$ cat config.mk
export PLATFORM = sky130hd
export DESIGN_NAME = disp_timing_gen
export DESIGN_NICKNAME = d
export VERILOG_FILES = /design/src/rtl/dtg_pkg.sv /design/src/rtl/dtg_axis.sv /design/src/rtl/dtg_shadow.sv /design/src/rtl/dtg_vblank.sv /design/src/rtl/disp_timing_gen.sv
export SDC_FILE = /design/constraint.sdc
export NUM_CORES = 1
export LEC_CHECK = 0
export BUFFER_PORTS_ARGS = -buffer_cell sky130_fd_sc_hd__buf_2
export CAP_MARGIN = 25
export CORE_UTILIZATION = 25
export CTS_BUF_LIST = sky130_fd_sc_hd__clkbuf_2 sky130_fd_sc_hd__clkbuf_4 sky130_fd_sc_hd__clkbuf_8
export DETAILED_ROUTE_END_ITERATION = 12
export PLACE_DENSITY = 0.38
export RECOVER_POWER = 50
export SYNTH_ARGS = -nofsm -noshare
export SYNTH_HDL_FRONTEND = slang
export SYNTH_SLANG_ARGS = --single-unit
$ cat constraint.sdc
create_clock -name clk -period 8.74 [get_ports clk]
set_input_delay 1.748 -clock clk [delete_from_list [all_inputs] [get_ports clk]]
set_output_delay 1.748 -clock clk [all_outputs]
set_load 0.05 [all_outputs]
$ cat src/rtl/dtg_pkg.sv
package dtg_pkg;
  localparam int DTG_CNT_W = 12;
  localparam int DTG_TOT_W = DTG_CNT_W + 2;

  typedef struct packed {
    logic [DTG_CNT_W-1:0] active;
    logic [DTG_CNT_W-1:0] fp;
    logic [DTG_CNT_W-1:0] sync;
    logic [DTG_CNT_W-1:0] bp;
  } axis_cfg_t;

  typedef struct packed {
    axis_cfg_t h;
    axis_cfg_t v;
    logic      hs_inv;
    logic      vs_inv;
    logic      de_inv;
    logic      fall_edge;
  } tim_cfg_t;
endpackage

$ cat src/rtl/dtg_axis.sv
module dtg_axis
  import dtg_pkg::*;
(
  input  logic                 clk,
  input  logic                 rst_n,
  input  logic                 clr,
  input  logic                 adv,
  input  axis_cfg_t            cfg,
  output logic [DTG_TOT_W-1:0] cnt,
  output logic                 last,
  output logic                 in_active,
  output logic                 in_sync
);
  logic [DTG_TOT_W-1:0] sync_beg, sync_end, total;

  always_comb begin
    sync_beg = DTG_TOT_W'(cfg.active) + DTG_TOT_W'(cfg.fp);
    sync_end = sync_beg + DTG_TOT_W'(cfg.sync);
    total    = sync_end + DTG_TOT_W'(cfg.bp);
  end

  assign last      = (cnt == total - 1'b1);
  assign in_active = (cnt < DTG_TOT_W'(cfg.active));
  assign in_sync   = (cnt >= sync_beg) && (cnt < sync_end);

  always_ff @(posedge clk or negedge rst_n) begin
    if (!rst_n)      cnt <= '0;
    else if (clr)    cnt <= '0;
    else if (adv)    cnt <= last ? '0 : cnt + 1'b1;
  end
endmodule

$ cat src/rtl/dtg_shadow.sv
module dtg_shadow
  import dtg_pkg::*;
#(
  parameter tim_cfg_t DEFAULTS = '0
) (
  input  logic     clk,
  input  logic     rst_n,
  input  logic     soft_rst,
  input  logic     load_req,
  input  logic     boundary,
  input  tim_cfg_t cfg_in,
  output tim_cfg_t work,
  output logic     pending
);
  logic load_now;
  assign load_now = pending && boundary;

  always_ff @(posedge clk or negedge rst_n) begin
    if (!rst_n) begin
      pending <= 1'b0;
      work    <= DEFAULTS;
    end else if (soft_rst) begin
      pending <= 1'b0;
      work    <= DEFAULTS;
    end else begin
      if (load_req)      pending <= 1'b1;
      else if (load_now) pending <= 1'b0;
      if (load_now)      work    <= cfg_in;
    end
  end
endmodule

$ cat src/rtl/dtg_vblank.sv
module dtg_vblank (
  input  logic clk,
  input  logic rst_n,
  input  logic soft_rst,
  input  logic event_in,
  input  logic clr,
  input  logic irq_en,
  output logic status,
  output logic irq
);
  always_ff @(posedge clk or negedge rst_n) begin
    if (!rst_n)         status <= 1'b0;
    else if (soft_rst)  status <= 1'b0;
    else if (event_in)  status <= 1'b1;
    else if (clr)       status <= 1'b0;
  end
  assign irq = status && irq_en;
endmodule

$ cat src/rtl/disp_timing_gen.sv
module disp_timing_gen
  import dtg_pkg::*;
#(
  parameter int DEF_H_ACTIVE = 640,
  parameter int DEF_H_FP     = 16,
  parameter int DEF_H_SYNC   = 96,
  parameter int DEF_H_BP     = 48,
  parameter int DEF_V_ACTIVE = 480,
  parameter int DEF_V_FP     = 10,
  parameter int DEF_V_SYNC   = 2,
  parameter int DEF_V_BP     = 33
) (
  input  logic                 clk,
  input  logic                 rst_n,
  input  logic                 soft_rst,
  input  logic                 enable,
  input  logic                 display_on,
  input  logic                 shadow_load,
  input  logic [DTG_CNT_W-1:0] cfg_h_active,
  input  logic [DTG_CNT_W-1:0] cfg_h_fp,
  input  logic [DTG_CNT_W-1:0] cfg_h_sync,
  input  logic [DTG_CNT_W-1:0] cfg_h_bp,
  input  logic [DTG_CNT_W-1:0] cfg_v_active,
  input  logic [DTG_CNT_W-1:0] cfg_v_fp,
  input  logic [DTG_CNT_W-1:0] cfg_v_sync,
  input  logic [DTG_CNT_W-1:0] cfg_v_bp,
  input  logic                 cfg_hs_inv,
  input  logic                 cfg_vs_inv,
  input  logic                 cfg_de_inv,
  input  logic                 cfg_fall_edge,
  input  logic                 vb_irq_en,
  input  logic                 vb_clr,
  output logic                 hsync,
  output logic                 vsync,
  output logic                 de,
  output logic [DTG_CNT_W-1:0] pix_x,
  output logic [DTG_CNT_W-1:0] pix_y,
  output logic                 fall_edge,
  output logic                 en_status,
  output logic                 load_pending,
  output logic                 vb_pulse,
  output logic                 vb_status,
  output logic                 vb_irq
);
  localparam tim_cfg_t DEFAULTS = '{
    h: '{active: DTG_CNT_W'(DEF_H_ACTIVE), fp: DTG_CNT_W'(DEF_H_FP),
         sync: DTG_CNT_W'(DEF_H_SYNC), bp: DTG_CNT_W'(DEF_H_BP)},
    v: '{active: DTG_CNT_W'(DEF_V_ACTIVE), fp: DTG_CNT_W'(DEF_V_FP),
         sync: DTG_CNT_W'(DEF_V_SYNC), bp: DTG_CNT_W'(DEF_V_BP)},
    hs_inv: 1'b0, vs_inv: 1'b0, de_inv: 1'b0, fall_edge: 1'b0};

  tim_cfg_t             cfg_in, work;
  logic                 running;
  logic [DTG_TOT_W-1:0] h_cnt, v_cnt;
  logic                 h_last, v_last, h_act, v_act, h_syn, v_syn;
  logic                 frame_end, start, boundary, de_raw, vb_event;

  assign cfg_in = '{
    h: '{active: cfg_h_active, fp: cfg_h_fp, sync: cfg_h_sync, bp: cfg_h_bp},
    v: '{active: cfg_v_active, fp: cfg_v_fp, sync: cfg_v_sync, bp: cfg_v_bp},
    hs_inv: cfg_hs_inv, vs_inv: cfg_vs_inv, de_inv: cfg_de_inv,
    fall_edge: cfg_fall_edge};

  assign frame_end = running && h_last && v_last;
  assign start     = !running && enable;
  assign boundary  = frame_end || start;

  // Run state: start immediately, stop only on the last pixel of a frame.
  always_ff @(posedge clk or negedge rst_n) begin
    if (!rst_n)                      running <= 1'b0;
    else if (soft_rst)               running <= 1'b0;
    else if (!running)               running <= enable;
    else if (frame_end && !enable)   running <= 1'b0;
  end

  dtg_shadow #(.DEFAULTS(DEFAULTS)) u_shadow (
    .clk(clk), .rst_n(rst_n), .soft_rst(soft_rst), .load_req(shadow_load),
    .boundary(boundary), .cfg_in(cfg_in), .work(work), .pending(load_pending));

  dtg_axis u_hax (
    .clk(clk), .rst_n(rst_n), .clr(!running || soft_rst), .adv(running),
    .cfg(work.h), .cnt(h_cnt), .last(h_last), .in_active(h_act), .in_sync(h_syn));

  dtg_axis u_vax (
    .clk(clk), .rst_n(rst_n), .clr(!running || soft_rst), .adv(running && h_last),
    .cfg(work.v), .cnt(v_cnt), .last(v_last), .in_active(v_act), .in_sync(v_syn));

  assign vb_event = running && (h_cnt == '0) && (v_cnt == DTG_TOT_W'(work.v.active));

  dtg_vblank u_vb (
    .clk(clk), .rst_n(rst_n), .soft_rst(soft_rst), .event_in(vb_event),
    .clr(vb_clr), .irq_en(vb_irq_en), .status(vb_status), .irq(vb_irq));

  assign de_raw    = running && display_on && h_act && v_act;
  assign de        = de_raw ^ work.de_inv;
  assign hsync     = (running && h_syn) ^ work.hs_inv;
  assign vsync     = (running && v_syn) ^ work.vs_inv;
  assign pix_x     = de_raw ? h_cnt[DTG_CNT_W-1:0] : '0;
  assign pix_y     = de_raw ? v_cnt[DTG_CNT_W-1:0] : '0;
  assign fall_edge = work.fall_edge;
  assign en_status = running;
  assign vb_pulse  = vb_event;
endmodule

==> flow_summary.yaml <==
drt:
  viasPerCell: 4.79
  ant_nets: 0
  wirelength_mm: 38.6
  wl_per_cell_um: 19.1
  vias: 9687
  drcViolationCount: 0
  drt_iter0_drc: 553
  dr.pass1.iters: 7
logic_synthesis:
  synth-edff-count: 0
  ys.flop_type: "dfrtp_1"
  ys_seq_elements: 131
  syn_area_um2: 11500
  synth-warning-count: 0
  synth_cell_type_count: 70
  async_reset_ff_share_pct: 100
  synth_top_area_share_pct: 25.0
  syn-instance-count: 1287
  synth_area_per_cell_um2: 8.96
  synth_seq_area_share_pct: 28.6
  synth.net_count: 1569
  synth_area_leader_cell: "dfrtp_1"
  yosys-top-cells-area: "dfrtp_1 (25%), ha_1 (18%), a22o_1 (6.4%), inv_1 (5.1%), xnor2_1 (4.2%)"
clocking:
  clk_path_buf_depth: 2
  post_cts_resized: 0
  htreeDepth: 4
  clock-sinks: 131
  holdBufCountCts: 0
  clk_pin_slew_ns: 0.09
  clock_latency_ns: 0.51
  ctsRootBufferMaster: "clkbuf_8"
  post_cts_buffers: 0
  cts_buffers: 17
  cts_tree: "done"
sta:
  finalSetupViolCount: 0
  worst_pin_slew_ns: 3.97
  drv_slew: 134
  fin_setup_tns_ns: 0
  clock-skew-final_ns: 0.0282
  final_hold_viol_count: 0
  max_slew_margin_pct: -164
  period_share_pct: 87.9
  rsz0062_at_grt: "false"
  period_needed_ns: 7.68
  max_freq_mhz: 130
  whs_ns: 0.479
layout:
  area.growth.synth_to_final_pct: 14.6
  drive_gt1_share_pct: 14.2
  antenna_cells: 0
  nets: 1691
  layout_common_cells: "ha_1 (168), inv_1 (157), buf_2 (126), dfrtp_1 (115), a22o_1 (84)"
  final_common_cell: "ha_1"
floorplan:
  core-area_um2: 45500
  initial_core_util_pct: 25.4
  die_h_um: 217
  num_rows: 78
  die_w_um: 217
  pin_count: 141
  die_area_um2: 47000
grt:
  grt_pass1_vias: 10200
  grt_use_met1_pct: 22.6
  met3_usage_pct: 2.71
  grt.total_usage_pct: 17.0
  grt_max_degree: 69
  grt_most_used_layer: "met2"
  grt_pass1_wl_mm: 60.3
  grt_overflow: 0
  antenna_found_initial: 0
  use_met2_pct: 28.6
pwr:
  vdd_drop_max_mv: 0.0878
  power_density_nw_per_um2: 168
  cellLeakagePower_nw: 6.54
worst_setup_path:
  crit_path_start_kind: "flop"
  required_ns: 6.99
  critical_path.most_common_cell: "ha_1"
  cpPeakStageDelay_ns: 0.56
  cp_max_fo: 3
  path_buf_inv: 1
  critPathTopFamily: "compound AO/OA/AOI/OAI gates"
  crit_slowest_cell: "dfstp_2"
  end_kind: "primary output"
  cp_cell_sequence: "ha_1 -> a21o_1 -> a21oi_1 -> o21bai_1 -> a21oi_1 -> nor2b_1 -> o21a_1 -> o31a_1 -> o41ai_1 -> xnor2_1 -> ha_1 -> and4_1 -> a311oi_1 -> xor2_1 -> ha_1 -> a21o_1 -> a211oi_1 -> o221ai_1 -> xnor2_1 -> buf_2"
  arrival_ns: 5.94
  crit_type: "flop to primary output"
place:
  routabilityCongestion: 0.837
  place_hpwl_mm: 29.7
  numPortBuffers: 140
outcome:
  outcome: "finished with violations"
  violations: "capacitance limit, slew limit"
flow_run:
  drv_cap: 2
min_path:
  hold_path.class: "flop to flop"
cells by family after synthesis:
kind of cell	synth area share, %
buf+inv	7.44
xor+xnor	7.84
flops	28.6
compound gates	21.9
simple gates	14.6
mux	0.282
fa+ha+maj	19.4
final cells by class:
type | count | area, um^2
clock buffer | 18 | 248
clock inverter | 14 | 168
fill | 4904 | 32300
inverter | 157 | 589
multi-input combinational | 952 | 7400
sequential | 131 | 3300
tap | 600 | 751
timing repair buffer | 150 | 761
per-stage QoR:
step | setup slack, ns | area [um^2] | cells | util (%) | power [mW]
after floorplan | 1.88 | 11500 | 1287 | - | 1.40
after global placement | 1.19 | 12800 | 1990 | 28.2 | 1.66
after detailed placement | 1.15 | 12800 | 1990 | 28.2 | 1.65
after CTS | 0.894 | 13300 | 2022 | 29.1 | 2.26
after global routing | 0.435 | 13200 | 2022 | 29.1 | 2.41
final | 1.06 | 13200 | 2022 | 29.1 | 2.22
synth_stat cells (all sizes together) (5+ instances only):
cell type	instances
ha	168
inv	157
dfrtp	115
a22o	84
nor2	77
a21oi	57
xnor2	55
o21ai	50
nand2	49
xor2	43
a21o	39
nand3	35
and2	31
nor3	29
nand4	25
clkbuf	24
buf	23
o21a	20
nand2b	18
a22oi	17
dfstp	16
o211ai	15
a211oi	14
nor2b	14
nor4	13
and3	7
o21bai	7
or2	7
fa	6
a211o	5
a31oi	5
report_power, final:
part	leakage, nW	switching [mW]	total [mW]	internal (mW)
registers	1.76	0.0196	0.646	0.627
clock network	0.205	0.313	0.582	0.270
logic	4.58	0.576	0.992	0.417
total	6.54	0.908	2.22	1.31
flip-flops by register name, summed over array words and instances, names as in the netlist:
| signal | count |
|---|---|
| u_shadow.work | 100 |
| u_vb.status | 1 |
| en_status | 1 |
| u_vax.cnt | 14 |
| u_hax.cnt | 14 |
| u_shadow.pending | 1 |
worst paths after layout:
path,from,to,slack (ns),cells after the start
worst max-delay path,u_shadow.work[29],vsync,1.06,20
worst min-delay path,u_shadow.work[69],u_shadow.work[69],0.48,2
worst max register to register,u_shadow.work[77],u_shadow.work[3],1.10,29
worst min register to register,u_shadow.work[69],u_shadow.work[69],0.48,2
max in group asynchronous,rst_n,u_vax.cnt[7],2.78,2
min in group asynchronous,rst_n,u_shadow.work[43],2.63,1
per-layer routing:
| metal | vias up | wire (um) |
|---|---|---|
| met5 | - | 0 |
| met4 | 0 | 488 |
| li1 | 4868 | - |
| met1 | 4624 | 18600 |
| met2 | 174 | 18200 |
| met3 | 21 | 1220 |
worst register-to-register path, delay by kind of cell, from the launching register on:
family,cells,cell delay [ns]
adders and majority gates,3,1.04
DFF,1,0.43
xor gates and xnor gates,3,0.58
and+or+nand+nor,9,2.21
AOI/OAI and AO/OA,13,2.91
buffers and inverters,1,0.39
(Power assumes the default switching activity.)
